**src/rtl/sad_pkg.sv**
```systemverilog
package sad_pkg;
  typedef enum logic [1:0] {
    TGT_NONE = 2'd0,
    TGT_DRAM = 2'd1,
    TGT_BUS  = 2'd2
  } tgt_e;

  localparam logic [1:0] CODE_RW = 2'd3;
  localparam logic [1:0] CODE_RO = 2'd1;

  localparam logic [7:0] OFF_MEMSZ = 8'h57;
  localparam logic [7:0] OFF_ATTR  = 8'h59;
  localparam logic [7:0] OFF_SMRAM = 8'h72;
  localparam logic [7:0] SMRAM_RST = 8'h02;
  localparam int SMRAM_OPEN_BIT = 6;
  localparam int SMRAM_SMM_BIT  = 3;

  localparam int LOW_TOP = 32'h000A_0000;
  localparam int VID_TOP = 32'h000C_0000;
  localparam int MEM_TOP = 32'h0010_0000;
endpackage

```
**src/rtl/sad_cfg_regs.sv**
```systemverilog
module sad_cfg_regs
  import sad_pkg::*;
#(
  parameter int NATTR  = 7,
  parameter int MEM_MB = 128
) (
  input  logic                  clk,
  input  logic                  rst,
  input  logic                  cfg_we,
  input  logic [7:0]            cfg_addr,
  input  logic [7:0]            cfg_wdata,
  output logic [7:0]            cfg_rdata,
  output logic [NATTR-1:0][7:0] attr_q,
  output logic [7:0]            smram_q
);
  localparam int MEMSZ_RAW = MEM_MB / 8;
  localparam logic [7:0] MEMSZ_RST = (MEMSZ_RAW > 255) ? 8'hFF : 8'(MEMSZ_RAW);

  logic [7:0] memsz_q;
  logic [7:0] rd_mux;

  genvar k;
  generate
    for (k = 0; k < NATTR; k++) begin : g_attr
      localparam logic [7:0] MY_OFF = OFF_ATTR + 8'(k);
      always_ff @(posedge clk) begin
        if (rst) attr_q[k] <= 8'h00;
        else if (cfg_we && cfg_addr == MY_OFF) attr_q[k] <= cfg_wdata;
      end
    end
  endgenerate

  always_ff @(posedge clk) begin
    if (rst) begin
      smram_q <= SMRAM_RST;
      memsz_q <= MEMSZ_RST;
    end else if (cfg_we) begin
      if (cfg_addr == OFF_SMRAM) smram_q <= cfg_wdata;
      if (cfg_addr == OFF_MEMSZ) memsz_q <= cfg_wdata;
    end
  end

  always_comb begin
    rd_mux = 8'h00;
    if (cfg_addr == OFF_SMRAM) rd_mux = smram_q;
    if (cfg_addr == OFF_MEMSZ) rd_mux = memsz_q;
    for (int j = 0; j < NATTR; j++)
      if (cfg_addr == OFF_ATTR + 8'(j)) rd_mux = attr_q[j];
  end

  always_ff @(posedge clk) begin
    if (rst) cfg_rdata <= 8'h00;
    else     cfg_rdata <= rd_mux;
  end
endmodule

```
**src/rtl/sad_region_decode.sv**
```systemverilog
module sad_region_decode
  import sad_pkg::*;
#(
  parameter int ADDR_W    = 32,
  parameter int N_SEG     = 12,
  parameter int SEG_SHIFT = 14,
  parameter int NATTR     = 1 + N_SEG / 2
) (
  input  logic [ADDR_W-1:0]     addr,
  input  logic                  is_write,
  input  logic                  smm,
  input  logic [NATTR-1:0][7:0] attr_q,
  input  logic [7:0]            smram_q,
  output tgt_e                  tgt
);
  localparam int HI_BASE   = VID_TOP + N_SEG * (1 << SEG_SHIFT);
  localparam int SEG_IDX_W = $clog2(N_SEG);

  logic [N_SEG-1:0][1:0] seg_code;
  logic [ADDR_W-1:0]     seg_off;
  logic [SEG_IDX_W-1:0]  seg_idx;
  logic [1:0]            code;
  logic                  in_attr;

  genvar s;
  generate
    for (s = 0; s < N_SEG; s++) begin : g_seg
      if (s % 2 == 0) begin : g_lo
        assign seg_code[s] = attr_q[1 + s / 2][1:0];
      end else begin : g_hi
        assign seg_code[s] = attr_q[1 + s / 2][5:4];
      end
    end
  endgenerate

  assign seg_off = addr - ADDR_W'(VID_TOP);
  assign seg_idx = seg_off[SEG_SHIFT +: SEG_IDX_W];

  always_comb begin
    code    = 2'd0;
    in_attr = 1'b0;
    if (addr >= ADDR_W'(VID_TOP) && addr < ADDR_W'(MEM_TOP)) begin
      in_attr = 1'b1;
      if (addr >= ADDR_W'(HI_BASE)) code = attr_q[0][5:4];
      else                          code = seg_code[seg_idx];
    end
  end

  always_comb begin
    if (addr >= ADDR_W'(MEM_TOP)) begin
      tgt = TGT_NONE;
    end else if (addr < ADDR_W'(LOW_TOP)) begin
      tgt = TGT_DRAM;
    end else if (!in_attr) begin
      tgt = (smram_q[SMRAM_OPEN_BIT] || (smram_q[SMRAM_SMM_BIT] && smm))
            ? TGT_DRAM : TGT_BUS;
    end else begin
      case (code)
        CODE_RW: tgt = TGT_DRAM;
        CODE_RO: tgt = is_write ? TGT_BUS : TGT_DRAM;
        default: tgt = TGT_BUS;
      endcase
    end
  end
endmodule

```
**src/rtl/sad_out_reg.sv**
```systemverilog
module sad_out_reg
  import sad_pkg::*;
(
  input  logic clk,
  input  logic rst,
  input  logic req_valid,
  input  tgt_e tgt_d,
  output logic tgt_valid,
  output logic [1:0] tgt_sel
);
  always_ff @(posedge clk) begin
    if (rst) begin
      tgt_valid <= 1'b0;
      tgt_sel   <= TGT_NONE;
    end else begin
      tgt_valid <= req_valid;
      tgt_sel   <= req_valid ? tgt_d : TGT_NONE;
    end
  end
endmodule

```
**src/rtl/shadow_attr_decoder.sv**
```systemverilog
module shadow_attr_decoder
  import sad_pkg::*;
#(
  parameter int ADDR_W    = 32,
  parameter int N_SEG     = 12,
  parameter int SEG_SHIFT = 14,
  parameter int MEM_MB    = 128
) (
  input  logic              clk,
  input  logic              rst,
  input  logic              cfg_we,
  input  logic [7:0]        cfg_addr,
  input  logic [7:0]        cfg_wdata,
  output logic [7:0]        cfg_rdata,
  input  logic              smm_active,
  input  logic              req_valid,
  input  logic              req_write,
  input  logic [ADDR_W-1:0] req_addr,
  output logic              tgt_valid,
  output logic [1:0]        tgt_sel
);
  localparam int NATTR = 1 + N_SEG / 2;

  logic [NATTR-1:0][7:0] attr_q;
  logic [7:0]            smram_q;
  tgt_e                  tgt_d;

  sad_cfg_regs #(.NATTR(NATTR), .MEM_MB(MEM_MB)) u_regs (
    .clk(clk), .rst(rst), .cfg_we(cfg_we), .cfg_addr(cfg_addr),
    .cfg_wdata(cfg_wdata), .cfg_rdata(cfg_rdata),
    .attr_q(attr_q), .smram_q(smram_q)
  );

  sad_region_decode #(.ADDR_W(ADDR_W), .N_SEG(N_SEG), .SEG_SHIFT(SEG_SHIFT),
                      .NATTR(NATTR)) u_dec (
    .addr(req_addr), .is_write(req_write), .smm(smm_active),
    .attr_q(attr_q), .smram_q(smram_q), .tgt(tgt_d)
  );

  sad_out_reg u_out (
    .clk(clk), .rst(rst), .req_valid(req_valid), .tgt_d(tgt_d),
    .tgt_valid(tgt_valid), .tgt_sel(tgt_sel)
  );
endmodule

```
**config.mk**
```make
export PLATFORM = sky130hd
export DESIGN_NAME = shadow_attr_decoder
export DESIGN_NICKNAME = d
export VERILOG_FILES = /design/src/rtl/sad_pkg.sv /design/src/rtl/sad_cfg_regs.sv /design/src/rtl/sad_region_decode.sv /design/src/rtl/sad_out_reg.sv /design/src/rtl/shadow_attr_decoder.sv
export SDC_FILE = /design/constraint.sdc
export NUM_CORES = 1
export LEC_CHECK = 0
export BUFFER_PORTS_ARGS = -buffer_cell sky130_fd_sc_hd__buf_4
export CAP_MARGIN = 20
export CELL_PAD_IN_SITES_DETAIL_PLACEMENT = 0
export CELL_PAD_IN_SITES_GLOBAL_PLACEMENT = 2
export CORE_ASPECT_RATIO = 0.9
export CORE_MARGIN = 2
export CORE_UTILIZATION = 35
export CTS_BUF_LIST = sky130_fd_sc_hd__clkbuf_8
export DETAILED_ROUTE_END_ITERATION = 10
export HOLD_SLACK_MARGIN = 0.06
export PLACE_DENSITY = 0.88
export SLEW_MARGIN = 0
export SYNTH_ARGS = -nofsm -noshare
export SYNTH_HDL_FRONTEND = slang
export SYNTH_SLANG_ARGS = --single-unit
```
**constraint.sdc**
```tcl
create_clock -name clk -period 3.6 [get_ports clk]
set_input_delay 0.72 -clock clk [delete_from_list [all_inputs] [get_ports clk]]
set_output_delay 0.72 -clock clk [all_outputs]
set_load 0.05 [all_outputs]
```
==> results.sh <==
export IMPL_outcome="finished, final reports clean"
export IMPL_post_cts_buffers=0
export IMPL_cts_sinks=83
export IMPL_synth_edff_count=0
export IMPL_clk_latency_ns=0.37
export IMPL_ir_drop_mv=0.2441
export IMPL_most_common_layout_cells="83 x dfxtp_1, 74 x mux2i_1, 71 x nor2_1, 56 x buf_4, 22 x a21oi_1"
export IMPL_synth_cell_types=57
export IMPL_cts_root_buf="clkbuf_8"
export IMPL_via_per_inst=5.403
export IMPL_ys_ff_latch=83
export IMPL_vias=3442
export IMPL_maxCapViolCount=0
export IMPL_numPortBuffers=50
export IMPL_fillers=1160
export IMPL_yosysWarnings=0
export IMPL_boundaryPins=65
export IMPL_grt_ovfl_total=0
export IMPL_path_class="in -> reg"
export IMPL_grt_setup_unrepaired="false"
export IMPL_required_ns=3.82
export IMPL_route_detailed_drc=0
export IMPL_coreArea_um2=11390
export IMPL_yosysSeqAreaShare=0.4089
export IMPL_antenna_found_initial=0
export IMPL_grt_pass1_vias=3270
export IMPL_ys_flop_type="dfxtp_1"
export IMPL_final_nets=530
export IMPL_clock_skew_ns=0.007548
export IMPL_ant_nets=0
export IMPL_hold_viol=0
export IMPL_syn_nets=498
export IMPL_period_share=0.7243
export IMPL_fmax_mhz=383.5
export IMPL_worst_setup_path_start_kind="input port"
export IMPL_setup_tns_ns=0
export IMPL_rows=37
export IMPL_grt_max_degree=85
export IMPL_setup_viol=0
export IMPL_place_congestion=0.8120
export IMPL_period_needed_ns=2.607
export IMPL_layout_cells_non_filler=637
export IMPL_syn_cell_area_um2=4064
export IMPL_worst_setup_hold_path_clk_slew_ns=0.08
export IMPL_drt_iter0_drc=254
export IMPL_syn2layout_area_growth_pct=17.00
export IMPL_n_antenna_cell=0
export IMPL_cts_buffers=9
export IMPL_start_util=0.3568
export IMPL_syn_inst=444
export IMPL_avgSynthCellArea_um2=9.153
export IMPL_hpwl_mm=7.812
export IMPL_multi_input_area_um2=2205
export IMPL_seq_area_um2=1662
export IMPL_cts_tree="yes"
export IMPL_layout_drive_gt1_share=0.1746
export IMPL_powerDensity_nw_per_um2=387.3
export IMPL_final_common_cell="dfxtp_1"
export IMPL_maxSlewViolCount=0
export IMPL_crit_arrival_ns=2.83
export IMPL_dieArea_um2=12490
export IMPL_die_h_um=106.2
export IMPL_clockBufferDepth=2
export IMPL_crit_path_max_fanout=8
export IMPL_max_slew_margin_rel=0.4218
export IMPL_routed_wl_mm=11.47
export IMPL_postCtsHoldBufs=0
export IMPL_cts_resized=0
export IMPL_power_leakage_nw=1.856
export IMPL_synthArstFlopShare=0
export IMPL_hold_class="reg -> reg"
export IMPL_wl_per_cell_um=18.00
export IMPL_die_w_um=117.6
export IMPL_grt_pass1_wl_mm=18.22
export IMPL_endpoint_kind="flop"
export IMPL_htree_levels=3
export IMPL_dpl_cell_count=621
export IMPL_worstMarginPinSlew_ns=0.8673
export IMPL_drtPass1Iterations=4
export IMPL_grt_usage=0.1874
==> sequential cells by signal, summed over array words and instances (netlist names) <==
name	flops
u_regs.attr_q	56
u_regs.cfg_rdata	8
u_regs.memsz_q	8
u_regs.smram_q	8
u_out.tgt_sel	2
u_out.tgt_valid	1
==> worst paths after layout <==
kind	depth (start not counted)	slack, ns	start	endpoint
hold / removal	2	0.46	u_regs.attr_q[30]	u_regs.attr_q[30]
setup reg to reg	5	1.76	u_regs.attr_q[21]	u_out.tgt_sel[0]
setup / recovery	6	0.99	cfg_addr[5]	u_regs.attr_q[32]
hold reg to reg	2	0.46	u_regs.attr_q[30]	u_regs.attr_q[30]
==> area by class of cell <==
class,count,area share
multi-input combinational,314,0.4637
clock buffer,11,0.03184
timing repair buffer,56,0.08842
clock inverter,5,0.01605
tap,156,0.04105
sequential,83,0.3495
inverter,12,0.009474
==> critical path, cell delays in order <==
cell	delay, ns
buf_4	0.14
nand4bb_1	0.53
nor2_1	0.54
and3_1	0.59
mux2i_1	0.25
nor2_1	0.05
==> cell families (layout without fill, tap and decap cells) <==
kind of cell           Yosys count  after routing  synth area share
buffers and inverters           47             84           0.04864
and+or+nand+nor                156            156            0.1974
muxes                           81             81            0.2081
AOI/OAI and AO/OA               77             77            0.1370
DFF                             83             83            0.4089
==> power by group <==
group          switching [mW]  total (mW)  internal [mW]
Sequential           0.000911       0.920          0.919
Combinational          0.0935       0.149         0.0556
Clock                   0.347       0.772          0.425
Total                   0.442        1.84           1.40
==> Yosys cell counts (6+ instances only) <==
| master | instances | area share |
|---|---|---|
| o21ai_0 | 6 | 0.0074 |
| nor2_1 | 71 | 0.066 |
| dfxtp_1 | 83 | 0.41 |
| clkbuf_1 | 22 | 0.020 |
| inv_1 | 12 | 0.011 |
| nor2b_1 | 11 | 0.017 |
| mux2i_1 | 74 | 0.18 |
| nand2_1 | 19 | 0.018 |
| buf_2 | 11 | 0.014 |
| a21oi_1 | 22 | 0.027 |
| nand3_1 | 16 | 0.020 |
| nand4_1 | 6 | 0.0092 |
| o21bai_1 | 6 | 0.011 |
==> per-stage QoR <==
stage	worst slack, ns	power (mW)	hold slack [ns]	util	area [um^2]
floorplan	1.348	1.025	0.4342	-	4064
global placement	0.6636	1.089	0.4429	0.3975	4527
detailed placement	0.6386	1.089	0.4474	0.3975	4527
CTS	1.040	1.855	0.4606	0.4175	4755
global route	0.7922	1.911	0.4841	0.4175	4755
finish	0.9925	1.841	0.4608	0.4175	4755
==> per-layer routing <==
metal  track usage  up-vias  wire, um
li1              -     1663         -
met1        0.2705     1686      5696
met2        0.2853       81      5123
met3       0.04292       12       548
met4       0.04131        0       102
met5             0        -         0
Note: power is estimated with default switching activity, not from simulation.
